--- src/rtl/odg_pkg.sv ---
package odg_pkg;
  localparam int NUM_GROUPS = 4;
  localparam int GSEL_W     = $clog2(NUM_GROUPS);
  localparam int CFG_ADDR   = NUM_GROUPS;
  localparam int GRP_W      = 6;

  // group register fields
  localparam int B_PIN_EN   = 0;
  localparam int B_TIM_EN   = 1;
  localparam int B_SW_STOP  = 2;
  localparam int B_EDGE     = 3;
  localparam int B_PIN_FLAG = 4;
  localparam int B_TIM_FLAG = 5;

  // timer-side register fields
  localparam int B_DTE_EN   = 0;
  localparam int B_HI_EN    = 1;
  localparam int B_LO_EN    = 2;
  localparam int B_GSEL_LO  = 4;
  localparam int REQ_SRC    = 3;

  typedef struct packed {
    logic [NUM_GROUPS-1:0] grpWr;
    logic                  cfgWr;
    logic                  rdStb;
  } strobe_t;
endpackage

--- src/rtl/odg_ctrl.sv ---
module odg_ctrl
  import odg_pkg::*;
#(
  parameter int ADDR_W = 3
) (
  input  logic              wrEn,
  input  logic              rdEn,
  input  logic [ADDR_W-1:0] addr,
  output strobe_t           stb
);
  localparam logic [ADDR_W-1:0] CFG_A = ADDR_W'(CFG_ADDR);

  logic [NUM_GROUPS-1:0] grpHit;

  for (genvar g = 0; g < NUM_GROUPS; g++) begin : g_dec
    assign grpHit[g] = (addr == ADDR_W'(g));
  end

  always_comb begin
    stb.grpWr = wrEn ? grpHit : '0;
    stb.cfgWr = wrEn && (addr == CFG_A);
    stb.rdStb = rdEn;
  end
endmodule

--- src/rtl/odg_group.sv ---
module odg_group
  import odg_pkg::*;
#(
  parameter int SYNC_STAGES = 2
) (
  input  logic             clk,
  input  logic             rstN,
  input  logic             wrStb,
  input  logic [GRP_W-1:0] wdata,
  input  logic             trigPin,
  input  logic             timCause,
  output logic [GRP_W-1:0] regView,
  output logic             disableOut
);
  logic [SYNC_STAGES-1:0] syncQ;
  logic pinPrev, pinNow, pinCause;
  logic pinEn, timEn, swStop, edgeMode;
  logic pinFlag, timFlag;
  logic pinSet, timSet;
  logic pinClr, timClr;

  always_ff @(posedge clk or negedge rstN) begin
    if (!rstN) begin
      syncQ   <= '0;
      pinPrev <= 1'b0;
    end else begin
      syncQ   <= {syncQ[SYNC_STAGES-2:0], trigPin};
      pinPrev <= syncQ[SYNC_STAGES-1];
    end
  end

  assign pinNow   = syncQ[SYNC_STAGES-1];
  assign pinCause = edgeMode ? (pinNow & ~pinPrev) : pinNow;
  assign pinSet   = pinEn & pinCause;
  assign timSet   = timEn & timCause;
  assign pinClr   = wrStb & ~wdata[B_PIN_FLAG];
  assign timClr   = wrStb & ~wdata[B_TIM_FLAG];

  always_ff @(posedge clk or negedge rstN) begin
    if (!rstN) begin
      pinEn    <= 1'b0;
      timEn    <= 1'b0;
      swStop   <= 1'b0;
      edgeMode <= 1'b0;
      pinFlag  <= 1'b0;
      timFlag  <= 1'b0;
    end else begin
      if (wrStb) begin
        pinEn    <= wdata[B_PIN_EN];
        timEn    <= wdata[B_TIM_EN];
        swStop   <= wdata[B_SW_STOP];
        edgeMode <= wdata[B_EDGE];
      end
      pinFlag <= pinSet | (pinFlag & ~pinClr);
      timFlag <= timSet | (timFlag & ~timClr);
    end
  end

  always_comb begin
    regView              = '0;
    regView[B_PIN_EN]    = pinEn;
    regView[B_TIM_EN]    = timEn;
    regView[B_SW_STOP]   = swStop;
    regView[B_EDGE]      = edgeMode;
    regView[B_PIN_FLAG]  = pinFlag;
    regView[B_TIM_FLAG]  = timFlag;
  end

  assign disableOut = pinFlag | timFlag | swStop | pinSet | timSet;
endmodule

--- src/rtl/odg_datapath.sv ---
module odg_datapath
  import odg_pkg::*;
#(
  parameter int DATA_W      = 8,
  parameter int ADDR_W      = 3,
  parameter int SYNC_STAGES = 2
) (
  input  logic                  clk,
  input  logic                  rstN,
  input  strobe_t               stb,
  input  logic [ADDR_W-1:0]     addr,
  input  logic [DATA_W-1:0]     wdata,
  input  logic [NUM_GROUPS-1:0] trigPin,
  input  logic                  deadTimeErr,
  input  logic                  bothHigh,
  input  logic                  bothLow,
  output logic [DATA_W-1:0]     rdata,
  output logic [NUM_GROUPS-1:0] disableOut
);
  localparam logic [ADDR_W-1:0] CFG_A = ADDR_W'(CFG_ADDR);
  localparam logic [ADDR_W-1:0] NG_A  = ADDR_W'(NUM_GROUPS);

  logic [REQ_SRC-1:0]    reqEn;
  logic [GSEL_W-1:0]     grpSel;
  logic                  timReq;
  logic [NUM_GROUPS-1:0] timCause;
  logic [GRP_W-1:0]      grpView [NUM_GROUPS];
  logic [DATA_W-1:0]     cfgView;
  logic [DATA_W-1:0]     rdNext;
  logic                  unusedWdata;

  assign unusedWdata = ^wdata;

  always_ff @(posedge clk or negedge rstN) begin
    if (!rstN) begin
      reqEn  <= '0;
      grpSel <= '0;
    end else if (stb.cfgWr) begin
      reqEn  <= wdata[REQ_SRC-1:0];
      grpSel <= wdata[B_GSEL_LO +: GSEL_W];
    end
  end

  assign timReq = |(reqEn & {bothLow, bothHigh, deadTimeErr});

  for (genvar g = 0; g < NUM_GROUPS; g++) begin : g_grp
    assign timCause[g] = timReq && (grpSel == GSEL_W'(g));

    odg_group #(
      .SYNC_STAGES(SYNC_STAGES)
    ) u_grp (
      .clk        (clk),
      .rstN       (rstN),
      .wrStb      (stb.grpWr[g]),
      .wdata      (wdata[GRP_W-1:0]),
      .trigPin    (trigPin[g]),
      .timCause   (timCause[g]),
      .regView    (grpView[g]),
      .disableOut (disableOut[g])
    );
  end

  always_comb begin
    cfgView                           = '0;
    cfgView[REQ_SRC-1:0]              = reqEn;
    cfgView[B_GSEL_LO +: GSEL_W]      = grpSel;
  end

  always_comb begin
    rdNext = '0;
    if (addr < NG_A) begin
      rdNext[GRP_W-1:0] = grpView[addr[GSEL_W-1:0]];
    end else if (addr == CFG_A) begin
      rdNext = cfgView;
    end
  end

  always_ff @(posedge clk or negedge rstN) begin
    if (!rstN) begin
      rdata <= '0;
    end else if (stb.rdStb) begin
      rdata <= rdNext;
    end
  end
endmodule

--- src/rtl/odg_top.sv ---
module odg_top
  import odg_pkg::*;
#(
  parameter int DATA_W      = 8,
  parameter int ADDR_W      = 3,
  parameter int SYNC_STAGES = 2
) (
  input  logic                  clk,
  input  logic                  rstN,
  input  logic                  wrEn,
  input  logic                  rdEn,
  input  logic [ADDR_W-1:0]     addr,
  input  logic [DATA_W-1:0]     wdata,
  output logic [DATA_W-1:0]     rdata,
  input  logic [NUM_GROUPS-1:0] trigPin,
  input  logic                  deadTimeErr,
  input  logic                  bothHigh,
  input  logic                  bothLow,
  output logic [NUM_GROUPS-1:0] disableOut
);
  strobe_t stb;

  odg_ctrl #(
    .ADDR_W(ADDR_W)
  ) u_ctrl (
    .wrEn (wrEn),
    .rdEn (rdEn),
    .addr (addr),
    .stb  (stb)
  );

  odg_datapath #(
    .DATA_W      (DATA_W),
    .ADDR_W      (ADDR_W),
    .SYNC_STAGES (SYNC_STAGES)
  ) u_dp (
    .clk         (clk),
    .rstN        (rstN),
    .stb         (stb),
    .addr        (addr),
    .wdata       (wdata),
    .trigPin     (trigPin),
    .deadTimeErr (deadTimeErr),
    .bothHigh    (bothHigh),
    .bothLow     (bothLow),
    .rdata       (rdata),
    .disableOut  (disableOut)
  );
endmodule

--- config.mk ---
export PLATFORM = sky130hd
export DESIGN_NAME = odg_top
export DESIGN_NICKNAME = d
export VERILOG_FILES = /design/src/rtl/odg_pkg.sv /design/src/rtl/odg_ctrl.sv /design/src/rtl/odg_group.sv /design/src/rtl/odg_datapath.sv /design/src/rtl/odg_top.sv
export SDC_FILE = /design/constraint.sdc
export NUM_CORES = 1
export LEC_CHECK = 0
export ABC_AREA = 1
export BUFFER_PORTS_ARGS = -buffer_cell sky130_fd_sc_hd__buf_2
export CAP_MARGIN = 20
export CORE_UTILIZATION = 47
export CTS_CLUSTER_DIAMETER = 200
export DETAILED_ROUTE_END_ITERATION = 10
export HOLD_SLACK_MARGIN = 0.05
export MAX_ROUTING_LAYER = met4
export PLACE_DENSITY_LB_ADDON = 0.25
export SYNTH_ARGS = -nofsm -noshare
export SYNTH_HDL_FRONTEND = slang
export SYNTH_SLANG_ARGS = --single-unit
export TNS_END_PERCENT = 30
--- constraint.sdc ---
create_clock -name clk -period 1.1 [get_ports clk]
set_clock_uncertainty 0.1 [all_clocks]
set_input_delay 0.055 -clock clk [delete_from_list [all_inputs] [get_ports clk]]
set_output_delay 0.055 -clock clk [all_outputs]
set_load 0.02 [all_outputs]
======== Yosys cells after proc, flatten, opt, wreduce, memory -nomap -nowiden ========
Index checks and enable logic that the tools add are counted.
cells by class
  bitwise gates (word level) .............. 68
  mux-type cells .......................... 10
  reduce and logical (&&, ||, !) cells .... 8
  magnitude comparators ................... 2
  equal/unequal tests ..................... 7
operator list
  operator            count
  $and 1x1->1         28
  $mux 6              4
  $or 1x1->1          24
  $not 1->1           14
  $bmux 6 s2          1
  $eq 3x2->1 const B  2
  $logic_and 1x1->1   5
  $eq 2x2->1 const B  2
  $mux 1              4
  $mux 4              1
  $and 3x3->3         1
  $eq 3x1->1 const B  1
  $eq 3x3->1 const B  1
  $ge 3x3->1 const B  1
  $logic_not 3->1     1
  $lt 3x3->1 const B  1
  $not 2->3           1
  $reduce_or 3->1     1
  $eq 2x1->1 const B  1
  $logic_not 2->1     1
storage, ports and cells
  word-level logic and storage cells ...... 130
  bits in registers ....................... 49
  output and inout bits ................... 12
  bits of input ports ..................... 22

======== Longest topological paths before layout ========
Gate-level depths: netlist of the first run.
  depth in word-level cells ............... 6
  gate-level depth with buffers ........... 8
  mapped depth without buffers ............ 7

======== Cells and area by module ========
A second synthesis of the first run with hierarchy kept.
second synthesis, totals
  cell total of the unflattened synthesis .. 290
  area total of the unflattened synthesis .. 2,311.0 um^2
modules (own cells, without submodules)
  module        sequential area each (um^2)  area an instance (um^2)  instances  cells an instance
  odg_group     225.2                        366.6                    4          38
  odg_datapath  275.3                        782.0                    1          123
  odg_ctrl      0.0                          62.6                     1          15

======== Worst setup path before layout of the first run ========
No wires, ideal clock.
  kind .................................... reg-to-output
  start point ............................. reg u_dp.reqEn[1]
  end point ............................... out disableOut[1]
  path slack .............................. 85 ps
  buffers on the path ..................... 1
  required time ........................... 945 ps
  arrival time ............................ 860 ps
  stages on the path, launching flop included .. 6
  cell sequence ........................... dfrtp_1 -> nand2_1 -> nand3_1 -> nand4_1 -> nand3_1 -> buf_4
between the ends
  word-level cells in the longest chain between the ends .. 5
ends and longest elaborated chain
  what                    RTL line            RTL
  start, declared         odg_datapath.sv:23  logic [REQ_SRC-1:0] reqEn;
  start signal, assigned  odg_datapath.sv:39  reqEn <= wdata[REQ_SRC-1:0];
  $and 3x3->3             odg_datapath.sv:44  assign timReq = |(reqEn & {bothLow, bothHigh, deadTimeErr});
  $reduce_or 3->1         odg_datapath.sv:44
  $logic_and 1x1->1       odg_datapath.sv:47  assign timCause[g] = timReq && (grpSel == GSEL_W'(g));
  $and 1x1->1             odg_group.sv:35     assign timSet = timEn & timCause;
  $or 1x1->1              odg_group.sv:69     assign disableOut = pinFlag | timFlag | swStop | pinSet | timSet;
  end, declared           odg_top.sv:19       output logic [NUM_GROUPS-1:0] disableOut
No other way between the ends.

======== Worst setup path in the final report of the first run ========
  start point ............................. reg u_dp.reqEn[1]
  end point ............................... out disableOut[3]
Same word-level chain as after synthesis.

==> flow_metrics.py, run 1 <==
metrics = {
    "critical_path": {
        "worst-r2r-setup-slack_ns": 0.09,
        "crit_arrival_ns": 1.28,
        "end_kind": "primary output",
        "cpMaxStageDelayCell": "dfrtp_1",
        "startpoint_type": "flop",
        "cp.buffers_inverters": 1,
        "crit_chain": "nand2_1 -> nand3_2 -> nand4_1 -> nand3_1 -> buf_6",
        "setup.worst_path.class": "reg -> out",
        "critPathMaxStageDelay_ns": 0.38,
        "crit_path_max_fanout": 4,
        "crit_required_ns": 0.94,
        "cp_top_family": "simple AND/OR/NAND/NOR gates",
    },
    "synth": {
        "yosysTopAreaCellShare_pct": 54.49,
        "yosysUniqueCellTypes": 22,
        "synth_seq_cells": 47,
        "yosysSeqAreaShare_pct": 54.49,
        "synth_warnings": 0,
        "syn_avg_cell_area_sq_um": 8.882,
        "postSynthCellCount": 243,
        "synthTopCellsByArea": "dfrtp_1 (54%), nand2_1 (16%), o21ai_0 (6.3%)",
        "synth_area_sq_um": 2158,
        "synth_area_leader_cell": "dfrtp_1",
    },
    "sta": {
        "finalHoldViolCount": 0,
        "rsz0062_at_grt": "true",
        "finalWorstPathRequiredPeriod_ns": 1.433,
        "setup_violations": 4,
        "holdWs_ns": 0.05511,
        "drv_slew": 0,
        "timing.fmax_ghz": 0.6980,
        "layout_setup_ws_ns": -0.3327,
        "min_period_over_period_pct": 130.2,
    },
    "cts": {
        "h-tree-depth": 2,
        "numCtsBuffers": 5,
        "clk_latency_ns": 0.30,
        "clock-root-buffer": "clkbuf_8",
        "postCtsSetupBuffers": 0,
        "clockBufferDepth": 2,
        "path_clk_slew_ns": 0.08,
        "tritoncts": "built",
        "cts.sinks": 47,
    },
    "routing": {
        "drt_iter0_markers": 68,
        "ant_nets": 0,
        "vias": 1694,
        "wl_per_cell_um": 13.51,
        "viasPerCell": 4.939,
        "drc": 0,
        "firstDrtPassIters": 4,
        "drt_wl_total_um": 4633,
    },
    "outcome": {
        "status": "finished with violations",
        "violations": "setup timing",
    },
    "floorplan": {
        "ios": 34,
        "fp.coreArea_sq_um": 4384,
        "num_rows": 24,
        "die_area_sq_um": 4867,
        "start_util_pct": 49.23,
        "die-height_um": 69.77,
        "die_width_um": 69.77,
    },
    "layout": {
        "final.fill_count": 411,
        "drive_above_1_share_pct": 21.65,
        "antennaDiodeCount": 0,
        "final_cell_mix": "nand2_1 (92), dfrtp_1 (47), buf_2 (28)",
        "multi_input_area_sq_um": 824.5,
        "postLayoutCellArea_sq_um": 2592,
        "final_net_count": 313,
        "final_common_cell": "nand2_1",
        "area_growth_pct": 20.12,
        "seq_area_sq_um": 1176,
    },
    "global_route": {
        "overflow": 0,
        "grt_usage_pct": 22.11,
        "grt_pass1_wl_um": 7948,
        "antenna_found_initial": 0,
        "grt_max_degree": 48,
        "first_global_vias": 1682,
    },
    "place": {
        "postPlaceCellArea_sq_um": 2374,
        "numPortBuffers": 29,
        "gp_congestion": 0.9246,
        "dp_hpwl_um": 3190,
    },
    "power": {
        "power.leakage_nw": 1.306,
        "powerDensity_nw_per_um2": 1622,
        "ir_drop_mv": 1.064,
    },
    "flow_run": {
        "max_cap_viol_count": 0,
    },
    "hold_path": {
        "hold_path.class": "in -> reg",
    },
}
[flip-flops by register name, summed over array words and instances, names as in the netlist]
| signal | cells |
|---|---|
| u_dp.g_grp.u_grp.swStop | 4 |
| u_dp.g_grp.u_grp.pinFlag | 4 |
| u_dp.reqEn | 3 |
| u_dp.g_grp.u_grp.syncQ | 8 |
| u_dp.g_grp.u_grp.timEn | 4 |
| u_dp.g_grp.u_grp.timFlag | 4 |
| u_dp.g_grp.u_grp.edgeMode | 4 |
| u_dp.rdata | 6 |
| u_dp.g_grp.u_grp.pinEn | 4 |
| u_dp.g_grp.u_grp.pinPrev | 4 |
| u_dp.grpSel | 2 |
[through the flow]
step / worst slack [ns] / utilization, % / setup TNS [ns] / power [mW] / cells
after floorplan: 0.08465 / - / 0 / 2.848 / 244
after global placement: -0.03341 / 54.14 / -0.1256 / 3.124 / 324
after detailed placement: -0.04429 / 54.14 / -0.3457 / 3.151 / 324
after CTS: -0.3449 / 59.13 / -1.296 / 4.241 / 343
after global routing: -0.4474 / 59.13 / -1.679 / 4.472 / 343
final: -0.3327 / 59.13 / -1.273 / 4.206 / 343
[path summary, 6_finish.rpt]
kind	to	cells after the start	start
setup / recovery	disableOut[3]	5	u_dp.reqEn[1]
hold / removal	u_dp.g_grp[1].u_grp.swStop	3	wdata[2]
setup reg to reg	u_dp.g_grp[3].u_grp.timFlag	4	u_dp.reqEn[1]
hold reg to reg	u_dp.g_grp[0].u_grp.syncQ[1]	0	u_dp.g_grp[0].u_grp.syncQ[0]
max in group asynchronous	u_dp.g_grp[3].u_grp.pinPrev	3	rstN
min in group asynchronous	u_dp.g_grp[1].u_grp.swStop	3	rstN
[worst register-to-register path, delay by kind of cell (launching register included)]
kind / cells / cell delay [ns]
simple gates: 4 / 0.41
flops: 1 / 0.38
[where the power goes]
group          leakage [nW]  switching, mW  total (mW)  internal, mW
sequential            0.561          0.222        2.25          2.02
clock                0.0470          0.554        1.05         0.494
combinational         0.697          0.534       0.912         0.378
total                  1.31           1.31        4.21          2.90
[repair_timing]
| item | CTS | global route |
|---|---|---|
| pin swaps | 2 | 2 |
| hold buffers | 12 | 0 |
| endpoints found under the hold margin | 80 | 0 |
| setup endpoints to repair | 4 | 5 |
| gates resized for setup | 3 | 0 |
[cells by family (layout without fill, tap and decap cells)]
kind of cell	after synthesis	in the layout	synth area share, %
flip-flops	47	47	54.49
buffers and inverters	27	74	7.710
other	1	2	0.1737
AND/OR/NAND/NOR	134	134	28.87
AO/OA/AOI/OAI	34	34	8.754
[Yosys cell counts (all sizes together)]
cell / instances
nand2: 95
dfrtp: 47
o21ai: 27
nand3: 20
inv: 16
buf: 10
nor2: 10
a21oi: 7
nand4: 5
nor3: 4
clkbuf: 1
conb: 1
[metal layers]
layer | track usage [%] | share of wire, % | vias up | wire length [um]
met5 | - | 0 | - | 0
met4 | 8.222 | 1.7 | 0 | 77
met3 | 4.797 | 4.8 | 6 | 223
met2 | 33.97 | 47 | 38 | 2187
met1 | 28.90 | 46 | 779 | 2145
li1 | - | - | 871 | -
[final cells by class]
| cell class | count | area share (%) |
|---|---|---|
| multi-input cells | 170 | 31.80 |
| clock buffers | 6 | 3.185 |
| clock inverters | 1 | 0.1930 |
| flip-flops and latches | 47 | 45.37 |
| repair buffers | 51 | 14.33 |
| well taps | 52 | 2.510 |
| inverters | 16 | 2.606 |
Power figures use the tool's default switching activity.
==> run 2: changes to the inputs <==
==> constraint.sdc (replaced) <==
create_clock -name clk -period 1.33 [get_ports clk]
set_clock_uncertainty 0.1 [all_clocks]
set_input_delay 0.0665 -clock clk [delete_from_list [all_inputs] [get_ports clk]]
set_output_delay 0.0665 -clock clk [all_outputs]
set_load 0.02 [all_outputs]
==> flow_metrics.py, run 2 (synthesized netlist as in run 1, its figures left out) <==
metrics = {
    "outcome": {
        "status": "finished with violations",
        "violations": "setup timing",
    },
    "global_route": {
        "grt_max_degree": 48,
        "first_global_vias": 1738,
        "overflow": 0,
        "antenna_found_initial": 0,
        "grt_usage_pct": 22.38,
        "grt_pass1_wl_um": 8100,
    },
    "place": {
        "dp_hpwl_um": 3163,
        "dp_slack_ns": 0.1131,
        "place_inst": 318,
        "numPortBuffers": 29,
        "gp_congestion": 0.8605,
    },
    "cts": {
        "tritoncts": "built",
        "numCtsBuffers": 5,
        "clock-root-buffer": "clkbuf_8",
        "h-tree-depth": 2,
        "cts.sinks": 47,
        "clk_latency_ns": 0.30,
        "path_clk_slew_ns": 0.09,
        "clockBufferDepth": 2,
    },
    "sta": {
        "drv_slew": 0,
        "fin_tns_setup_ns": -0.4000,
        "finalWorstPathRequiredPeriod_ns": 1.451,
        "holdWs_ns": 0.05348,
        "layout_setup_ws_ns": -0.1211,
        "min_period_over_period_pct": 109.1,
        "timing.fmax_ghz": 0.6892,
        "finalHoldViolCount": 0,
        "setup_violations": 4,
        "rsz0062_at_grt": "true",
    },
    "layout": {
        "largest_register_ffs": 8,
        "reg_top3": "u_dp.g_grp.u_grp.syncQ: 8 flops, u_dp.rdata: 6 flops",
        "regMostFlops": "u_dp.g_grp.u_grp.syncQ",
        "final_common_cell": "nand2_1",
        "drive_above_1_share_pct": 22.15,
        "final_cell_mix": "nand2_1 (91), dfrtp_1 (47), buf_2 (28)",
        "final_net_count": 310,
        "antennaDiodeCount": 0,
        "final_cells": 341,
        "area_growth_pct": 21.04,
        "final.fill_count": 407,
    },
    "routing": {
        "wl_per_cell_um": 13.42,
        "drt_wl_total_um": 4576,
        "ant_nets": 0,
        "drc": 0,
        "firstDrtPassIters": 4,
        "drt_iter0_markers": 89,
        "viasPerCell": 4.900,
        "vias": 1671,
    },
    "critical_path": {
        "crit_arrival_ns": 1.28,
        "startpoint_type": "flop",
        "worst-r2r-setup-slack_ns": 0.31,
        "r2r_cells": 6,
        "end_kind": "primary output",
        "crit_path_max_fanout": 4,
        "setup.worst_path.class": "reg -> out",
        "crit_required_ns": 1.16,
    },
    "floorplan": {
        "fp.coreArea_sq_um": 4384,
        "die_width_um": 69.77,
        "ios": 34,
        "num_rows": 24,
        "start_util_pct": 49.23,
        "die_area_sq_um": 4867,
        "die-height_um": 69.77,
    },
    "power": {
        "power.leakage_nw": 1.314,
        "ir_drop_mv": 0.8297,
        "powerDensity_nw_per_um2": 1413,
        "power_mw": 3.692,
    },
    "hold_path": {
        "worstHoldPathCells": 3,
        "hold_path.class": "in -> reg",
    },
    "flow_run": {
        "max_cap_viol_count": 0,
    },
}
==> run 2: cell count changes in the layout (fill, tap and decap cells not counted), sizes merged <==
cell / change
buf: -3
bufinv: +1
==> run 2: layout make-up <==
type	instances	area [sq um]	share of cell area, %
clock inverters	2	35.03	1.341
inverters	16	67.56	2.586
well taps	52	65.06	2.490
repair buffers	48	349.1	13.36
multi-input cells	170	837.1	32.04
clock buffers	6	82.58	3.161
flip-flops and latches	47	1176	45.02
==> run 2: metal layers <==
metal	part of all wire (%)	global-route usage [%]	routed length [um]
met1	47	29.13	2165
met2	48	34.94	2199
met3	2.9	4.506	134
met4	1.7	8.000	76
met5	0	-	0
==> run 2: what timing repair did <==
item | 4_1_cts | 5_1_grt
gates resized for setup | 2 | 10
cloned | 0 | 0
buffers inserted | 3 | 0
hold endpoints to repair | 76 | 0
hold buffers | 12 | 0
pin swaps | 1 | 4
setup endpoints to repair | 4 | 12
==> run 2: worst paths after layout <==
path,startpoint,to
hold / removal,wdata[2],u_dp.g_grp[0].u_grp.swStop
setup / recovery,u_dp.reqEn[1],disableOut[3]
max in group asynchronous,rstN,u_dp.g_grp[2].u_grp.pinEn
setup reg to reg,u_dp.g_grp[2].u_grp.pinEn,u_dp.rdata[0]
hold reg to reg,u_dp.g_grp[1].u_grp.syncQ[0],u_dp.g_grp[1].u_grp.syncQ[1]
min in group asynchronous,rstN,u_dp.g_grp[1].u_grp.timFlag
==> run 2: worst max-delay path, cell delays in order, from the launching register on <==
cell and delay (ns):
dfrtp_1 0.39, nand2_1 0.08, nand3_2 0.11, nand4_1 0.15, nand3_2 0.11, buf_6 0.14
==> run 2: power by group <==
| group | internal (mW) | switching, mW |
|---|---|---|
| clock network | 0.608 | 0.470 |
| registers | 1.67 | 0.190 |
| logic | 0.313 | 0.437 |
==> run 2: stage by stage <==
stage                     area [sq um]  utilization [%]
after floorplan                   2162                -
after global placement            2328            53.11
after detailed placement          2328            53.11
after CTS                         2594            59.16
after global routing              2613            59.59
final                             2613            59.59
==> run 3: changes to the inputs <==
--- a/config.mk
+++ b/config.mk
@@ -6,13 +6,13 @@
 export NUM_CORES = 1
 export LEC_CHECK = 0
 export ABC_AREA = 1
+export ABC_CLOCK_PERIOD_IN_PS = 1330
 export BUFFER_PORTS_ARGS = -buffer_cell sky130_fd_sc_hd__buf_2
 export CAP_MARGIN = 20
 export CORE_UTILIZATION = 47
 export CTS_CLUSTER_DIAMETER = 200
 export DETAILED_ROUTE_END_ITERATION = 10
 export HOLD_SLACK_MARGIN = 0.05
-export MAX_ROUTING_LAYER = met4
 export PLACE_DENSITY_LB_ADDON = 0.25
 export SYNTH_ARGS = -nofsm -noshare
 export SYNTH_HDL_FRONTEND = slang
==> flow_metrics.py, run 3 (synthesized netlist as in run 1, its figures left out) <==
metrics = {
    "floorplan": {
        "ios": 34,
        "die_width_um": 69.77,
        "fp.coreArea_sq_um": 4384,
        "start_util_pct": 49.23,
        "die_area_sq_um": 4867,
        "die-height_um": 69.77,
        "num_rows": 24,
    },
    "power": {
        "powerDensity_nw_per_um2": 1414,
        "p_seq_share_pct": 50.5,
        "swShare_pct": 29.73,
        "p_comb_share_pct": 20.3,
        "p_switching_mw": 1.098,
        "p_int_mw": 2.596,
        "power.leakage_nw": 1.314,
        "ir_drop_mv": 0.8298,
        "pwr-share-clk_pct": 29.2,
    },
    "layout": {
        "finalCoreUtilization_pct": 59.59,
        "multi_input_area_sq_um": 837.1,
        "final_net_count": 310,
        "final_common_cell": "nand2_1",
        "area_growth_pct": 21.04,
        "final.fill_count": 407,
        "final_cells": 341,
        "antennaDiodeCount": 0,
        "reg_top3": "u_dp.g_grp.u_grp.syncQ: 8 flops, u_dp.rdata: 6 flops",
        "largest_register_ffs": 8,
        "seq_area_sq_um": 1176,
        "regMostFlops": "u_dp.g_grp.u_grp.syncQ",
        "final_cell_mix": "nand2_1 (91), dfrtp_1 (47), buf_2 (28)",
        "drive_above_1_share_pct": 22.15,
    },
    "routing": {
        "vias": 1677,
        "drt_wl_total_um": 4557,
        "drt_iter0_markers": 70,
        "wl_per_cell_um": 13.36,
        "ant_nets": 0,
        "viasPerCell": 4.918,
        "firstDrtPassIters": 4,
        "drc": 0,
    },
    "cts": {
        "clockBufferDepth": 2,
        "numCtsBuffers": 5,
        "path_clk_slew_ns": 0.09,
        "h-tree-depth": 2,
        "clk_latency_ns": 0.30,
        "cts.sinks": 47,
        "clock-root-buffer": "clkbuf_8",
        "tritoncts": "built",
    },
    "global_route": {
        "grt_pass1_wl_um": 8121,
        "overflow": 0,
        "grt_max_degree": 48,
        "antenna_found_initial": 0,
        "grt_usage_pct": 21.79,
        "first_global_vias": 1733,
    },
    "flow_run": {
        "max_cap_viol_count": 0,
    },
    "sta": {
        "timing.fmax_ghz": 0.6897,
        "layout_setup_ws_ns": -0.1200,
        "finalHoldViolCount": 0,
        "min_period_over_period_pct": 109.0,
        "rsz0062_at_grt": "true",
        "setup_violations": 4,
        "finalWorstPathRequiredPeriod_ns": 1.450,
        "drv_slew": 0,
    },
    "critical_path": {
        "cpMaxStageDelayCell": "dfrtp_1",
        "crit_path_max_fanout": 4,
        "critical_path.most_common_cell": "nand3_2",
        "startpoint_type": "flop",
        "crit_required_ns": 1.16,
        "crit_chain": "nand2_1 -> nand3_2 -> nand4_1 -> nand3_2 -> buf_6",
        "crit_arrival_ns": 1.28,
        "end_kind": "primary output",
        "critPathMaxStageDelay_ns": 0.39,
        "setup.worst_path.class": "reg -> out",
    },
    "place": {
        "dp_hpwl_um": 3163,
        "numPortBuffers": 29,
        "place_inst": 318,
        "gp_congestion": 0.8472,
    },
    "outcome": {
        "violations": "setup timing",
        "status": "finished with violations",
    },
    "hold_path": {
        "hold_path.class": "in -> reg",
    },
}
[run 3: final cells by class]
type	instances	area share, %
flip-flops and latches	47	45.02
multi-input cells	170	32.04
repair buffers	48	13.36
clock buffers	6	3.161
inverters	16	2.586
well taps	52	2.490
clock inverters	2	1.341
[run 3: per-stage QoR]
step	hold slack [ns]	setup TNS (ns)	setup slack (ns)	total power, mW	area (sq um)
6_report	0.05408	-0.3968	-0.1200	3.693	2613
5_1_grt	0.07119	-0.8730	-0.2054	3.915	2613
4_1_cts	0.05784	-0.4493	-0.1458	3.703	2594
3_5_place_dp	-0.02948	0	0.1131	2.573	2328
3_3_place_gp	-0.02967	0	0.1522	2.545	2328
2_1_floorplan	-0.3291	0	0.3031	2.355	2162
[run 3: repair_timing]
action / in CTS / in global routing
hold endpoints to repair: 76 / 0
hold buffers: 12 / 0
endpoints found under the setup margin: 4 / 12
pin swaps: 1 / 4
cloned: 0 / 0
resized for setup: 2 / 10
setup buffers: 3 / 0
[run 3: per-layer routing]
metal	GRT usage, %	vias to the layer above	share of wire, %
li1	-	862	-
met5	0	-	0
met1	29.33	783	47
met3	4.506	7	2.7
met2	34.83	25	48
met4	8.000	0	1.8
[run 3: worst paths after layout]
| path | startpoint | endpoint | slack [ns] | cells past startpoint |
|---|---|---|---|---|
| max | u_dp.reqEn[1] | disableOut[3] | -0.12 | 5 |
| min | wdata[2] | u_dp.g_grp[0].u_grp.swStop | 0.05 | 3 |
| max reg2reg | u_dp.g_grp[2].u_grp.pinEn | u_dp.rdata[0] | 0.31 | 6 |
| min reg2reg | u_dp.g_grp[1].u_grp.syncQ[0] | u_dp.g_grp[1].u_grp.syncQ[1] | 0.25 | 0 |
| max in group asynchronous | rstN | u_dp.g_grp[2].u_grp.timEn | 0.73 | 3 |
| min in group asynchronous | rstN | u_dp.g_grp[1].u_grp.swStop | 0.17 | 3 |
[run 3: critical path, delay by kind of cell, from the launching register on]
family	cells	cell delay (ns)
simple gates	4	0.45
flops	1	0.39
buf+inv	1	0.14
[run 3: power groups by stage]
| stage | sequential [mW] | combinational [mW] | clock [mW] |
|---|---|---|---|
| floorplan | 1.87 | 0.488 | 0 |
| finish | 1.86 | 0.750 | 1.08 |
| CTS | 1.86 | 0.744 | 1.10 |
| global route | 1.90 | 0.873 | 1.15 |
| detailed placement | 1.89 | 0.680 | 0 |
| global placement | 1.88 | 0.663 | 0 |
